File: config.mk
export PLATFORM = sky130hd
export DESIGN_NAME = nzvc_alu
export DESIGN_NICKNAME = d
export VERILOG_FILES = /design/src/rtl/nzvc_alu_pkg.sv /design/src/rtl/nzvc_addsub_core.sv /design/src/rtl/nzvc_flag_gen.sv /design/src/rtl/nzvc_flag_reg.sv /design/src/rtl/nzvc_alu.sv
export SDC_FILE = /design/constraint.sdc
export NUM_CORES = 1
export LEC_CHECK = 0
export BUFFER_PORTS_ARGS = -buffer_cell sky130_fd_sc_hd__buf_4
export CAP_MARGIN = 0
export CORE_MARGIN = 2
export CORE_UTILIZATION = 44
export DETAILED_ROUTE_END_ITERATION = 6
export PLACE_DENSITY = 0.89
export RECOVER_POWER = 100
export SYNTH_ARGS = -nofsm -noshare
export SYNTH_HDL_FRONTEND = slang
export SYNTH_HIERARCHICAL = 1
export SYNTH_SLANG_ARGS = --single-unit
File: constraint.sdc
create_clock -name clk -period 2.51 [get_ports clk]
set_clock_uncertainty 0.1 [all_clocks]
set_input_delay 0.251 -clock clk [delete_from_list [all_inputs] [get_ports clk]]
set_output_delay 0.251 -clock clk [all_outputs]
set_load 0.01 [all_outputs]
File: src/rtl/nzvc_alu_pkg.sv
package nzvc_alu_pkg;

    typedef enum logic {
        OP_ADD = 1'b0,
        OP_SUB = 1'b1
    } alu_op_e;

    typedef struct packed {
        logic n;
        logic z;
        logic v;
        logic c;
    } nzvc_t;

    localparam nzvc_t FLAGS_CLEAR = '{n: 1'b0, z: 1'b0, v: 1'b0, c: 1'b0};

endpackage

File: src/rtl/nzvc_addsub_core.sv
module nzvc_addsub_core
    import nzvc_alu_pkg::*;
#(
    parameter int W = 8
) (
    input  logic [W-1:0] x_i,
    input  logic [W-1:0] y_i,
    input  alu_op_e      op_i,
    output logic [W-1:0] r_o
);
    localparam logic [W-1:0] ONE = {{(W-1){1'b0}}, 1'b1};

    logic [W-1:0] y_eff;
    logic [W-1:0] cin_vec;

    // Subtract is x + ~y + 1 so that one adder serves both operations.
    always_comb begin
        unique case (op_i)
            OP_SUB: begin
                y_eff   = ~y_i;
                cin_vec = ONE;
            end
            default: begin
                y_eff   = y_i;
                cin_vec = '0;
            end
        endcase
        r_o = x_i + y_eff + cin_vec;
    end

endmodule

File: src/rtl/nzvc_flag_gen.sv
module nzvc_flag_gen
    import nzvc_alu_pkg::*;
#(
    parameter int W = 8
) (
    input  logic         x_msb_i,
    input  logic         y_msb_i,
    input  logic [W-1:0] r_i,
    input  alu_op_e      op_i,
    output nzvc_t        flags_o
);
    localparam int MSB = W - 1;

    logic ym;
    logic rm;

    // The effective second-operand sign is the one the adder really sees.
    // Taking it this way turns the add equations into the subtract ones
    // and makes carry mean "no borrow" on a subtract.
    always_comb begin
        unique case (op_i)
            OP_SUB:  ym = ~y_msb_i;
            default: ym = y_msb_i;
        endcase
        rm = r_i[MSB];

        flags_o.n = rm;
        flags_o.z = ~|r_i;
        flags_o.v = (x_msb_i & ym & ~rm) | (~x_msb_i & ~ym & rm);
        flags_o.c = (x_msb_i & ym) | (x_msb_i & ~rm) | (ym & ~rm);
    end

endmodule

File: src/rtl/nzvc_flag_reg.sv
module nzvc_flag_reg
    import nzvc_alu_pkg::*;
(
    input  logic  clk,
    input  logic  rst_n,
    input  logic  load_i,
    input  nzvc_t next_i,
    output nzvc_t flags_o
);
    typedef enum logic {
        FR_HOLD = 1'b0,
        FR_LOAD = 1'b1
    } fr_act_e;

    fr_act_e act;
    nzvc_t   flags_d;

    always_comb begin
        act = load_i ? FR_LOAD : FR_HOLD;
        unique case (act)
            FR_LOAD: flags_d = next_i;
            default: flags_d = flags_o;
        endcase
    end

    always_ff @(posedge clk or negedge rst_n) begin
        if (!rst_n) flags_o <= FLAGS_CLEAR;
        else        flags_o <= flags_d;
    end

endmodule

File: src/rtl/nzvc_alu.sv
module nzvc_alu
    import nzvc_alu_pkg::*;
#(
    parameter int W = 8
) (
    input  logic         clk,
    input  logic         rst_n,
    input  logic [W-1:0] opnd_x,
    input  logic [W-1:0] opnd_y,
    input  logic         sel_sub,
    input  logic         flag_load,
    output logic [W-1:0] res,
    output logic         flg_n,
    output logic         flg_z,
    output logic         flg_v,
    output logic         flg_c
);
    localparam int MSB = W - 1;

    alu_op_e op_sel;
    nzvc_t   flags_next;
    nzvc_t   flags_q;

    assign op_sel = sel_sub ? OP_SUB : OP_ADD;

    nzvc_addsub_core #(.W(W)) u_core (
        .x_i (opnd_x),
        .y_i (opnd_y),
        .op_i(op_sel),
        .r_o (res)
    );

    nzvc_flag_gen #(.W(W)) u_fgen (
        .x_msb_i(opnd_x[MSB]),
        .y_msb_i(opnd_y[MSB]),
        .r_i    (res),
        .op_i   (op_sel),
        .flags_o(flags_next)
    );

    nzvc_flag_reg u_freg (
        .clk    (clk),
        .rst_n  (rst_n),
        .load_i (flag_load),
        .next_i (flags_next),
        .flags_o(flags_q)
    );

    assign flg_n = flags_q.n;
    assign flg_z = flags_q.z;
    assign flg_v = flags_q.v;
    assign flg_c = flags_q.c;

endmodule

Word-level counts from Yosys, hierarchy flattened
Cells that the tools add are included.
{"block": "totals", "ff_bits": 4}
{"block": "op_classes", "add_sub_neg": 2, "n_mux": 5, "reduce_logical": 2, "n_bitwise": 14}
{"operator": "$add A8 B1 Y8", "n": 1}
{"operator": "$add A8 B8 Y8", "n": 1}
{"operator": "$mux W8", "n": 1}
{"operator": "$not A8 Y8", "n": 1}
{"operator": "$reduce_or A8 Y1", "n": 1}
{"operator": "$and A1 B1 Y1", "n": 6}
{"operator": "$mux W1", "n": 4}
{"operator": "$not A1 Y1", "n": 4}
{"operator": "$or A1 B1 Y1", "n": 3}
{"operator": "$logic_not A1 Y1", "n": 1}

Depth between registers and ports, before layout
{"block": "depth", "word_depth": 8, "mapped_depth": 11}

Hierarchy
Netlist, hierarchy kept.
{"module": "nzvc_addsub_core", "cells_per_inst": 45, "area_per_inst_um2": 414.1, "instances": 1}
{"module": "nzvc_flag_reg", "cells_per_inst": 8, "area_per_inst_um2": 145.1, "instances": 1}
{"module": "nzvc_flag_gen", "cells_per_inst": 10, "area_per_inst_um2": 62.6, "instances": 1}

Least setup slack after synthesis
OpenSTA, ideal clock, no wires.
{"block": "synth_path", "kind": "input -> register", "from": "input sel_sub", "to": "register u_freg/flags_o[2] (netlist bit)", "stages": 11, "slack_ps": -216, "path_buffers": 2, "arrival_ps": 2562, "path_cell_list": "buf_6 -> xor2_1 -> ha_1 -> buf_6 -> and4_1 -> a211o_2 -> o221ai_2 -> xnor2_1 -> or4_1 -> nor2_1 -> mux2_2"}
{"item": "start, declared", "line_no": "nzvc_alu.sv:10", "source": "input logic sel_sub,"}
{"item": "end signal, assigned", "line_no": "nzvc_flag_reg.sv:28", "source": "else flags_o <= flags_d;"}
{"item": "end, declared", "line_no": "nzvc_flag_reg.sv:8", "source": "output nzvc_t flags_o"}

Worst setup path after layout
{"block": "layout_path", "from": "input sel_sub", "to": "output res[7]"}
{"block": "layout_between", "elab_chain_cells": 4, "word_cells_on_any_way": 5, "cone_classes": "add/sub: 2; mux: 3"}
{"item": "$mux W1 *", "line_no": "nzvc_alu.sv:24", "source": "assign op_sel = sel_sub ? OP_SUB : OP_ADD;"}
{"item": "$mux W8", "line_no": "nzvc_addsub_core.sv:18", "source": "unique case (op_i)"}
{"item": "$add A8 B8 Y8", "line_no": "nzvc_addsub_core.sv:28", "source": "r_o = x_i + y_eff + cin_vec;"}
{"item": "$add A8 B1 Y8 *", "line_no": "nzvc_addsub_core.sv:28"}
{"item": "end, declared", "line_no": "nzvc_alu.sv:12", "source": "output logic [W-1:0] res,"}
Mark *: on every way between the ends. The rest lies on a longest branch, timed or not.

==> results by group <==
Run status
  • Status: finished, final reports clean

Clock network
  • Skew-Pair Late Insertion Delay: 0.23 ns
  • Clock transition at path regs: 0.04 ns
  • Count of clock tree sinks: 4
  • Total clock buffers created by CTS: 3
  • Post-CTS repair timing setup buffer count: 0
  • Deepest clock path buffer count: 2
  • H-tree depth reported by CTS: 1
  • Root buffer cell: sky130_fd_sc_hd__clkbuf_4
  • Clock tree from TritonCTS: yes

Layout
  • Core utilization of the finished layout: 0.764
  • Flip-flop count of the largest register, all copies and words added: 4
  • Fill cell count: 98
  • # diodes: 0
  • Layout Nets: 141
  • Top flop regs: u_freg/flags_o: 4 flops
  • Share of layout cells above drive strength 1: 0.482
  • Final Instance Count excl. Fillers: 127
  • Layout Area Growth over Synthesis: 62.0%
  • Multi-input gate area in the final layout: 529 um2
  • Largest reg by FF count: u_freg/flags_o
  • Flip-flop and latch area: 100 um2

Drt
  • Number of DRC markers after the initial detailed-route iteration: 16
  • Routed len/inst: 13.1 um
  • Count of unresolved DRC violations after routing: 0
  • Via density per instance: 5.20
  • Total detailed-routing wirelength: 1670 um
  • Vias: 661
  • Number of detailed-routing iterations run before antenna repair: 4
  • Number of antenna-violating nets in the routed design: 0

Synthesis
  • Synth Register Bits: 4
  • Count of synthesis-stage warnings from yosys: 6
  • Ys async rst share: 1.00
  • Proportion of netlist area held by the largest area contributor: 0.161
  • Largest cells by area after synthesis: sky130_fd_sc_hd__dfrtp_1, sky130_fd_sc_hd__xor2_1, sky130_fd_sc_hd__ha_1
  • Biggest area consumer among synthesized cells: sky130_fd_sc_hd__dfrtp_1
  • Gate count of the mapped netlist: 63
  • Syn Nets: 90
  • Mean cell area of the mapped netlist: 9.87 um2
  • Register area share after synthesis: 0.161
  • Top FF cell, synth: sky130_fd_sc_hd__dfrtp_1
  • Netlist cell types: 30
  • Synth Cell Area: 622 um2
  • Number of flops mapped to enable cells by yosys: 0

Setup path
  • FF-to-FF Start: u_freg/flags_o[2]
  • R2R depth: 1
  • Cells along the critical path: buf_4, xor2_1, ha_1, and4_1, a211o_2, o221ai_4, xnor2_2, buf_4, buf_4, buf_4
  • Endpoint type of the worst setup path: output pin
  • Worst path required time: 2.16 ns
  • Category of the worst setup path launch point: input pin
  • Worst reg2reg endpoint: u_freg/flags_o[2]
  • Critical path's top delay family: buffers and inverters
  • Signal arrival time at the worst endpoint: 2.08 ns
  • CP bufs+invs: 4
  • Maximum cell stage delay along the critical path: 0.35 ns
  • Cell with the largest stage delay on the worst path: sky130_fd_sc_hd__a211o_2
  • Crit Path Max Fanout: 6
  • Worst reg2reg setup slack: 1.64 ns
  • Critical Setup Path Class: in2out
  • CP dominant cell by count: sky130_fd_sc_hd__buf_4

Timing
  • Relative slew slack: 0.809
  • Sum of negative setup slack: 0 ns
  • Highest clock rate: 0.411 GHz
  • RSZ-0062 raised after global routing: yes
  • Period utilisation layout: 0.970
  • Worst slack on hold paths: 0.217 ns
  • Min Clock Period, post-route: 2.43 ns
  • Number of hold-slack violations in the final timing report: 0
  • Final-report max-slew violation count: 0
  • Count of final setup violators: 0
  • Transition time of the tightest slew-check pin: 0.285 ns

Die
  • Die Outline Area: 1730 um2
  • Core Region: 1320 um2
  • Die Ht: 41.6 um
  • I/O pin cnt: 32
  • Die X: 41.6 um
  • Effective utilization at floorplan: 0.472
  • Number of placement rows: 13

Power and ir drop
  • Max IR drop VDD: 0.289 mV
  • Total power consumption of the routed design: 539 uW
  • Leakage: 0.000494 uW
  • Power density over the cells: 535 nW/um2

Placement
  • Routability-driven placement congestion ratio: 0.805
  • Detailed Place HPWL: 1440 um
  • Number of port buffers: 31
  • Number of instances in the placed design: 123

Hold path
  • Worst min-delay path endpoint: u_freg/flags_o[1]
  • Worst hold-check path type: in2reg
  • Hold Crit Depth: 2
  • Critical hold path startpoint: flag_load

GRT
  • Wire length of the first global-routing pass: 2660 um
  • Pin count of the biggest net entering global routing: 7
  • Overall routing resource usage: 0.189
  • Via count of the first global-routing pass: 677
  • GR Overflow Total: 0
  • Number of antenna violations at the first check in global routing: 0

Run
  • Maximum Capacitance Violations: 0
power by group:
part	switching, uW	total, uW	internal, uW
clock network	23.1	76.4	53.3
logic	169	373	204
registers	8.35	89.6	81.3
total	201	539	338
layout make-up:
cell class,count,share of cell area
clock buffers,3,0.0224
inverters,1,0.00373
multi-input cells,55,0.525
flip-flops and latches,4,0.0994
well taps,15,0.0186
repair buffers,49,0.330
cell families after synthesis:
logic type	after synthesis	synth area share
DFF	4	0.161
AOI/OAI and AO/OA	12	0.163
xor gates and xnor gates	15	0.211
buffers and inverters	4	0.0543
muxes	5	0.0966
and+or+nand+nor	16	0.161
adders and majority gates	7	0.153
worst max-delay path by stage:
| stage | start | endpoint | depth (start not counted) |
|---|---|---|---|
| 2_1_floorplan | sel_sub | u_freg/flags_o[2] | 11 |
| 3_3_place_gp | sel_sub | u_freg/flags_o[2] | 10 |
| 3_5_place_dp | sel_sub | u_freg/flags_o[2] | 10 |
| 4_1_cts | sel_sub | res[7] | 10 |
| 5_1_grt | sel_sub | res[7] | 10 |
| 6_report | sel_sub | res[7] | 10 |
synthesized netlist by cell type (2+ instances only):
master and number:
sky130_fd_sc_hd__and4_1 2, sky130_fd_sc_hd__dfrtp_1 4, sky130_fd_sc_hd__or4_1 2, sky130_fd_sc_hd__o21ai_0 2
sky130_fd_sc_hd__xor2_1 9, sky130_fd_sc_hd__a21oi_1 2, sky130_fd_sc_hd__ha_1 6, sky130_fd_sc_hd__xnor2_1 6
sky130_fd_sc_hd__buf_6 2, sky130_fd_sc_hd__mux2_2 4, sky130_fd_sc_hd__nor3b_1 2, sky130_fd_sc_hd__nor2b_1 2
sky130_fd_sc_hd__nor2_1 3
what timing repair did:
| action | CTS | global route |
|---|---|---|
| endpoints found under the setup margin | 0 | 4 |
| endpoints found under the hold margin | 4 | 0 |
| hold buffers | 1 | 0 |
| resized for setup | 0 | 3 |
cell usage in the layout, fill, tap and decap left out, types with 2 or more instances in the layout:
| master | instances |
|---|---|
| sky130_fd_sc_hd__nor2b_1 | 2 |
| sky130_fd_sc_hd__buf_4 | 36 |
| sky130_fd_sc_hd__xnor2_2 | 2 |
| sky130_fd_sc_hd__clkbuf_4 | 5 |
| sky130_fd_sc_hd__xnor2_1 | 4 |
| sky130_fd_sc_hd__ha_1 | 6 |
| sky130_fd_sc_hd__clkbuf_1 | 10 |
| sky130_fd_sc_hd__o21ai_0 | 2 |
| sky130_fd_sc_hd__nor3b_1 | 2 |
| sky130_fd_sc_hd__and4_1 | 2 |
| sky130_fd_sc_hd__nor2_1 | 3 |
| sky130_fd_sc_hd__mux2_2 | 3 |
| sky130_fd_sc_hd__a21oi_1 | 2 |
| sky130_fd_sc_hd__mux2_4 | 2 |
| sky130_fd_sc_hd__dfrtp_1 | 4 |
| sky130_fd_sc_hd__xor2_1 | 8 |
layer usage:
layer,up-vias,GRT usage,share of wire
met5,-,0,0
met4,0,0.0710,0
met3,0,0.0261,0.039
met2,23,0.369,0.55
met1,308,0.199,0.41
li1,330,-,-
through the flow:
stage	setup slack (ns)	instance area (um2)
CTS	0.0277	1020
global route	-0.0319	1010
global placement	-0.0869	990
finish	0.0756	1010
detailed placement	-0.174	990
floorplan	-0.114	649
Power figures use the tool's default switching activity.
